[config.mk]
export PLATFORM = sky130hd
export DESIGN_NAME = aspect_i2c_slave
export DESIGN_NICKNAME = d
export VERILOG_FILES = /design/src/rtl/aspect_i2c_slave.sv
export SDC_FILE = /design/constraint.sdc
export NUM_CORES = 1
export LEC_CHECK = 0
export BUFFER_PORTS_ARGS = -buffer_cell sky130_fd_sc_hd__buf_2
export CAP_MARGIN = 25
export CELL_PAD_IN_SITES_DETAIL_PLACEMENT = 1
export CELL_PAD_IN_SITES_GLOBAL_PLACEMENT = 2
export CORE_MARGIN = 10
export CORE_UTILIZATION = 40
export DETAILED_ROUTE_END_ITERATION = 7
export HOLD_SLACK_MARGIN = 0.12
export PLACE_DENSITY_LB_ADDON = 0.3
export SLEW_MARGIN = 20
export SYNTH_ARGS = -nofsm -noshare
export SYNTH_HDL_FRONTEND = slang
export SYNTH_SLANG_ARGS = --single-unit
[constraint.sdc]
create_clock -name clk -period 3.4 [get_ports clk]
set_input_delay 0.68 -clock clk [delete_from_list [all_inputs] [get_ports clk]]
set_output_delay 0.68 -clock clk [all_outputs]
set_load 0.005 [all_outputs]
[src/rtl/aspect_i2c_slave.sv]
module aspect_i2c_slave #(
  parameter logic [6:0] DEV_ADDR    = 7'h20,
  parameter int         SYNC_STAGES = 2
) (
  input  logic        clk,
  input  logic        rst_n,
  input  logic        scl_i,
  input  logic        sda_i,
  output logic        sda_oe,
  input  logic [13:0] stat_code,
  input  logic        stat_crc_ok,
  input  logic        stat_valid,
  output logic [13:0] ins_code,
  output logic        chan_sel,
  output logic        core_reset,
  output logic        ins_en,
  output logic        test_mode,
  output logic        line_narrow
);

  localparam logic [3:0] LAST_BIT = 4'd8;
  localparam logic [7:0] IDX_MAX  = 8'hFF;

  typedef enum logic [2:0] {S_IDLE, S_ADDR, S_SUB, S_WR, S_RD} st_t;

  logic [SYNC_STAGES-1:0] scl_sync, sda_sync;
  logic scl_d, sda_d;
  st_t  st;
  logic [3:0] cnt;
  logic       in_ack, rw, mnack;
  logic [7:0] shreg, ptr;
  logic [7:0] rd0, rd1, rd_nx;

  always_ff @(posedge clk or negedge rst_n) begin
    if (!rst_n) begin
      scl_sync <= '1;
      sda_sync <= '1;
      scl_d    <= 1'b1;
      sda_d    <= 1'b1;
    end else begin
      scl_sync <= {scl_sync[SYNC_STAGES-2:0], scl_i};
      sda_sync <= {sda_sync[SYNC_STAGES-2:0], sda_i};
      scl_d    <= scl_sync[SYNC_STAGES-1];
      sda_d    <= sda_sync[SYNC_STAGES-1];
    end
  end

  wire scl_s   = scl_sync[SYNC_STAGES-1];
  wire sda_s   = sda_sync[SYNC_STAGES-1];
  wire scl_r   = scl_s & ~scl_d;
  wire scl_f   = ~scl_s & scl_d;
  wire start_c = scl_s & scl_d & sda_d & ~sda_s;
  wire stop_c  = scl_s & scl_d & ~sda_d & sda_s;

  assign rd0 = {stat_code[13:12], stat_crc_ok, stat_valid, stat_code[11:8]};
  assign rd1 = stat_code[7:0];
  assign rd_nx = (ptr == 8'd0) ? rd1 : 8'hFF;

  always_ff @(posedge clk or negedge rst_n) begin
    if (!rst_n) begin
      st          <= S_IDLE;
      cnt         <= '0;
      in_ack      <= 1'b0;
      rw          <= 1'b0;
      mnack       <= 1'b0;
      shreg       <= '0;
      ptr         <= '0;
      sda_oe      <= 1'b0;
      ins_code    <= '0;
      chan_sel    <= 1'b0;
      core_reset  <= 1'b0;
      ins_en      <= 1'b0;
      test_mode   <= 1'b0;
      line_narrow <= 1'b0;
    end else if (start_c) begin
      st     <= S_ADDR;
      cnt    <= '0;
      in_ack <= 1'b0;
      sda_oe <= 1'b0;
    end else if (stop_c) begin
      st     <= S_IDLE;
      in_ack <= 1'b0;
      sda_oe <= 1'b0;
    end else if (st != S_IDLE) begin
      if (scl_r) begin
        if (in_ack) begin
          if (st == S_RD) mnack <= sda_s;
        end else if (cnt != LAST_BIT) begin
          if (st != S_RD) shreg <= {shreg[6:0], sda_s};
          cnt <= cnt + 4'd1;
        end
      end else if (scl_f) begin
        if (in_ack) begin
          in_ack <= 1'b0;
          cnt    <= '0;
          sda_oe <= 1'b0;
          case (st)
            S_ADDR: begin
              if (rw) begin
                st     <= S_RD;
                ptr    <= '0;
                shreg  <= rd0;
                sda_oe <= ~rd0[7];
              end else begin
                st <= S_SUB;
              end
            end
            S_SUB: st <= S_WR;
            S_WR:  if (ptr != IDX_MAX) ptr <= ptr + 8'd1;
            S_RD: begin
              if (mnack) begin
                st <= S_IDLE;
              end else begin
                shreg  <= rd_nx;
                sda_oe <= ~rd_nx[7];
                if (ptr != IDX_MAX) ptr <= ptr + 8'd1;
              end
            end
            default: st <= S_IDLE;
          endcase
        end else if (cnt == LAST_BIT) begin
          in_ack <= 1'b1;
          case (st)
            S_ADDR: begin
              if (shreg[7:1] == DEV_ADDR) begin
                rw     <= shreg[0];
                sda_oe <= 1'b1;
              end else begin
                st     <= S_IDLE;
                in_ack <= 1'b0;
              end
            end
            S_SUB: begin
              ptr    <= shreg;
              sda_oe <= 1'b1;
            end
            S_WR: begin
              sda_oe <= 1'b1;
              case (ptr)
                8'd0: begin
                  ins_code[13:12] <= shreg[7:6];
                  ins_code[11:8]  <= shreg[3:0];
                end
                8'd1: ins_code[7:0] <= shreg;
                8'd2: begin
                  chan_sel    <= shreg[7];
                  core_reset  <= shreg[6];
                  ins_en      <= shreg[5];
                  test_mode   <= shreg[4];
                  line_narrow <= shreg[3];
                end
                default: ;
              endcase
            end
            default: sda_oe <= 1'b0;
          endcase
        end else if (st == S_RD) begin
          sda_oe <= ~shreg[3'd7 - cnt[2:0]];
        end
      end
    end
  end

endmodule


Word-level counts from Yosys, hierarchy flattened
Index checks and enable logic that the tools add are counted.
{"block": "totals", "regBits": 52, "in_bits": 20, "output_inout_bits": 20, "wordCells": 156}
{"block": "op_classes", "addsub": 3, "magnitude_cmp": 1, "n_eq_ne": 26, "muxes": 61, "bitwise": 18, "n_reduce_logical": 28}
{"operator": "two-way mux 8 bit", "count": 15}
{"operator": "AND reduction 9 bit", "count": 4}
{"operator": "two-way mux 3 bit", "count": 11}
{"operator": "two-way mux 4 bit", "count": 8}
{"operator": "case mux 8 bit (3 select lines)", "count": 1}
{"operator": "two-way mux 1 bit", "count": 21}
{"operator": "nonzero test 3 bit", "count": 6}
{"operator": "case mux 8 bit (2 select lines)", "count": 1}
{"operator": "inequality test 3 bit, second input constant", "count": 5}
{"operator": "inequality test 4 bit, second input constant", "count": 3}
{"operator": "case mux 3 bit (4 select lines)", "count": 1}
{"operator": "AND reduction 6 bit", "count": 2}
{"operator": "nonzero test 2 bit", "count": 6}
{"operator": "inverter 1 bit", "count": 11}
{"operator": "AND reduction 11 bit", "count": 1}
{"operator": "AND reduction 10 bit", "count": 1}
{"operator": "adder 8 x 1 -> 8 bit, second input constant", "count": 1}
{"operator": "equality test 8 x 1 -> 1 bit, second input constant", "count": 1}
{"operator": "equality test 8 x 2 -> 1 bit, second input constant", "count": 1}
{"operator": "logical NOT 8 bit", "count": 1}
{"operator": "inequality test 8 bit, second input constant", "count": 1}
{"operator": "AND reduction 8 bit", "count": 1}
{"operator": "nonzero test 4 bit", "count": 2}
{"operator": "bitwise AND 1 bit", "count": 7}
{"operator": "other kinds (21)", "count": 25}

Longest topological paths before layout
{"block": "logic_depth", "depth_word": 12, "depth_mapped": 8, "depth_no_buf": 7}

Worst setup path after synthesis
Ideal clock, no wire load.
{"block": "synth_path", "kind": "register to register", "from": "register st[0]", "to": "register ptr[1]", "setup_time_ps": 127, "arrival_ps": 2165, "t_required_ps": 3273, "slack_ps": 1108, "stages_incl_launch_ff": 8, "n_path_buf": 2, "synth_period_minus_slack_ps": 2292, "path_cell_list": "dfrtp_1 buf_6 or3b_1 o221a_1 nor4_4 and2_1 buf_4 mux2_1"}
{"block": "synth_between", "elab_chain_len": 3, "word_cells_on_any_way": 12, "cone_classes": "eq/ne: 7; mux: 2; reduce/logical: 3"}
{"element": "from (decl)", "line_no": "28", "rtl": "st_t st;"}
{"element": "from (signal assigned)", "line_no": "61", "rtl": "st <= S_IDLE;"}
{"element": "from (signal assigned)", "line_no": "76", "rtl": "st <= S_ADDR;"}
{"element": "from (signal assigned)", "line_no": "81", "rtl": "st <= S_IDLE;"}
{"element": "equality test 3 bit, or another cell as far along", "line_no": "97", "rtl": "case (st)"}
{"element": "inequality test 4 x 1 -> 1 bit (no line), or another cell as far along"}
{"element": "AND reduction 10 bit (no line) / two-way mux 8 bit (equally long branches)"}
{"element": "to (signal assigned)", "line_no": "109", "rtl": "S_WR: if (ptr != IDX_MAX) ptr <= ptr + 8'd1;"}
{"element": "to (signal assigned)", "line_no": "116", "rtl": "if (ptr != IDX_MAX) ptr <= ptr + 8'd1;"}
{"element": "to (signal assigned)", "line_no": "134", "rtl": "ptr <= shreg;"}
{"element": "to (decl)", "line_no": "31", "rtl": "logic [7:0] shreg, ptr;"}
Several ways; a longest one is shown, not always the timed one.
A chain may end at the register's enable or synchronous reset.

Worst setup path in the final report
{"block": "layout_path", "from": "register scl_sync[1]", "to": "register shreg[6]"}
{"block": "layout_between", "elab_chain_len": 5, "word_cells_on_any_way": 19, "cone_classes": "eq/ne: 4; mux: 1; bitwise: 10; reduce/logical: 4"}
{"element": "from (decl)", "line_no": "26", "rtl": "logic [SYNC_STAGES-1:0] scl_sync, sda_sync;"}
{"element": "from (signal assigned)", "line_no": "41", "rtl": "scl_sync <= {scl_sync[SYNC_STAGES-2:0], scl_i};"}
{"element": "bitwise AND 1 bit", "line_no": "52, 53"}
{"element": "bitwise AND 1 bit, on equally long branches (2 in series)", "line_no": "53, 52"}
{"element": "inverter 1 bit (no line)"}
{"element": "AND reduction 11 bit (no line)"}
{"element": "to (signal assigned)", "line_no": "89", "rtl": "if (st != S_RD) shreg <= {shreg[6:0], sda_s};"}
{"element": "to (signal assigned)", "line_no": "102", "rtl": "shreg <= rd0;"}
{"element": "to (signal assigned)", "line_no": "114", "rtl": "shreg <= rd_nx;"}
{"element": "to (decl)", "line_no": "31"}
Several ways; a longest one is shown, not always the timed one.

==> results.tsv <==
metric	value	unit
drv_slew	0	
synth_seq_cells	52	
fin_ws	0.6794	ns
wirelength	8512	um
synth_flop_cell	dfrtp_1	
worstSetupPathType	flip-flop to flip-flop	
power_density	344.9	nW/um^2
clkTransAtPathRegs	0.11	ns
crit_path_end_kind	flip-flop	
wire_per_inst	20.08	um
hold_violations	0	
p_total	1.157	mW
p_sw	327.1	uW
start_util	41.05	%
vias	2433	
grt_overflow	0	
status	finished clean	
switching_share	28.26	%
clk_path_buf_depth	2	
leakage	1.520	nW
die_x	106.0	um
ys_types	53	
r2r_end	shreg[6]$_DFFE_PN0P_	
synth_cells	285	
port_buffers	39	
drive_gt1_share	29.54	%
synth_area	2962	sq um
async_flop_share	100.0	%
finalCriticalPeriod	2.721	ns
period_share	80.02	%
dieArea	11250	sq um
cp.required	3.60	ns
top_layer_used	met4	
grt_max_degree	28	
clkPwrFrac	34.6	%
grt_pass1_wl	14430	um
synth_top_area_cell	dfrtp_1	
wl_met2	4165	um
synth_seq_area_share	44.19	%
cts_tree	built	
reg2reg_slack	0.68	ns
diodes	0	
nNetsFinal	354	
cts_inserted_buffers	5	
cts.sinks	52	
htree_levels	2	
synth_area_leaders	dfrtp_1 39%, mux2_2 11%, dfstp_2 5.3%	
cts-root-buf	clkbuf_8	
wl_met3	483	um
areaGrowthSynthToFinish	13.31	%
cp-start-kind	flip-flop	
fp-row-count	31	
cp_max_fo	11	
holdBufCountCts	0	
drc	0	
synth_edf_count	0	
post_cts_resized	0	
fp.coreArea	7214	sq um
yosysWarnings	0	
drt-pass1-iter-count	4	
seqPwrFrac	56.9	%
die_h	106.0	um
grt_pass1_vias	2686	
pre_cts_ws	0.7161	ns
tightest_slew	0.6239	ns
synth_common_cells	46 x dfrtp_1, 29 x mux2_2, 20 x nand2_1, 16 x inv_1, 15 x o21ai_0	
setup_viol	0	
synth_nets	315	
vias_per_cell	5.738	
r2r_cells	6	
post-cts-setup-buffers	0	
gp_congestion	0.8530	
skew	0.01207	ns
rsz0062_at_grt	no	
ir_drop	0.1711	mV
drt-initial-drc-count	158	
comb_power_share	8.6	%
relSlewSlack	58.13	%
drtAntennaViolNets	0	
final_util	46.51	%
dpl.hpwl	6392	um
grt_use_total	15.70	%
wl_met1	3823	um
clock_latency	0.32	ns
synth_top_area_share	38.87	%
avgSynthCellArea	10.39	sq um
antenna_found_initial	0	
r2r-start	scl_sync[1]$_DFF_PN1_	
fmax	0.3676	GHz
ios	40	
tns	0	ns
arrival	2.92	ns
p_int	830.3	uW
synth.most_common_cell	dfrtp_1	
n_fill_cell	845	
cap_violations	0	
min-delay-path-class	input port to async pin	
## layout make-up
class                      instances  area [sq um]  share of cell area, %
clock inverter                     3         33.78                  1.007
multi-input combinational        205          1528                  45.53
sequential                        52          1309                  39.00
inverter                          16         60.06                  1.790
timing repair buffer              44         232.7                  6.935
clock buffer                       5         68.82                  2.051
tap                               99         123.9                  3.691
## cell usage in the layout, fill, tap and decap left out, types with 6 or more instances in the layout
| master | Yosys | final |
|---|---|---|
| a21oi_1 | 6 | 6 |
| buf_2 | 1 | 39 |
| dfrtp_1 | 46 | 46 |
| dfstp_2 | 6 | 6 |
| ha_1 | 10 | 10 |
| inv_1 | 16 | 16 |
| mux2_2 | 29 | 29 |
| nand2_1 | 20 | 20 |
| nand3_1 | 13 | 13 |
| nor2_1 | 11 | 11 |
| nor3_1 | 13 | 13 |
| o21ai_0 | 15 | 15 |
| o22ai_1 | 9 | 9 |
## per-layer routing
| metal | track usage (%) | vias up |
|---|---|---|
| met3 | 3.986 | 4 |
| met2 | 25.97 | 56 |
| li1 | - | 1141 |
| met1 | 20.26 | 1232 |
| met4 | 3.288 | 0 |
| met5 | 0 | - |
## power by group through the flow
stage                     registers [mW]  clock network, mW  logic, mW
after floorplan                    0.659                  0     0.0598
after global placement             0.669                  0     0.0969
after detailed placement           0.671                  0     0.0995
after CTS                          0.659              0.419      0.100
after global routing               0.662              0.443      0.113
final                              0.658              0.400     0.0991
## registers in the layout, summed over array words and instances, names as in the netlist
| signal | cells |
|---|---|
| chan_sel | 1 |
| cnt | 4 |
| core_reset | 1 |
| in_ack | 1 |
| ins_code | 14 |
| ins_en | 1 |
| line_narrow | 1 |
| mnack | 1 |
| ptr | 8 |
| rw | 1 |
| scl_d | 1 |
| scl_sync | 2 |
| sda_d | 1 |
| sda_oe | 1 |
| sda_sync | 2 |
| shreg | 8 |
| st | 3 |
| test_mode | 1 |
## worst max path at each step
| stage | start | endpoint | slack, ns | depth (start not counted) |
|---|---|---|---|---|
| detailed placement | scl_sync[1]$_DFF_PN1_ | shreg[4]$_DFFE_PN0P_ | 0.72 | 6 |
| global placement | st[0]$_DFFE_PN0P_ | ptr[1]$_DFFE_PN0P_ | 0.77 | 6 |
| floorplan | st[0]$_DFFE_PN0P_ | ptr[1]$_DFFE_PN0P_ | 1.11 | 7 |
| CTS | scl_sync[1]$_DFF_PN1_ | shreg[6]$_DFFE_PN0P_ | 0.70 | 6 |
| finish | scl_sync[1]$_DFF_PN1_ | shreg[6]$_DFFE_PN0P_ | 0.68 | 6 |
| global route | scl_sync[1]$_DFF_PN1_ | shreg[6]$_DFFE_PN0P_ | 0.44 | 6 |
## critical path, cell delays in order (launching register included)
cell and delay (ns):
dfstp_2 0.58, ha_1 0.38, nor2b_1 0.18, a21oi_1 0.09, nor3_1 0.39, nor4b_4 0.59
mux2_2 0.40
## logic make-up after synthesis
| group | after synthesis | synth area share (%) |
|---|---|---|
| xor gates and xnor gates | 2 | 0.5916 |
| DFF | 52 | 44.19 |
| and+or+nand+nor | 98 | 19.14 |
| AOI/OAI and AO/OA | 61 | 14.03 |
| adders and majority gates | 10 | 4.225 |
| buffers and inverters | 28 | 4.225 |
| muxes | 34 | 13.60 |
## stage by stage
step	cell area (sq um)	std cells	hold slack, ns
after floorplan	2962	285	0.3452
after global placement	3253	416	0.3465
after detailed placement	3253	416	0.3485
after CTS	3356	424	0.2326
after global routing	3356	424	0.2396
final	3356	424	0.2262
Power figures use the tool's default switching activity.
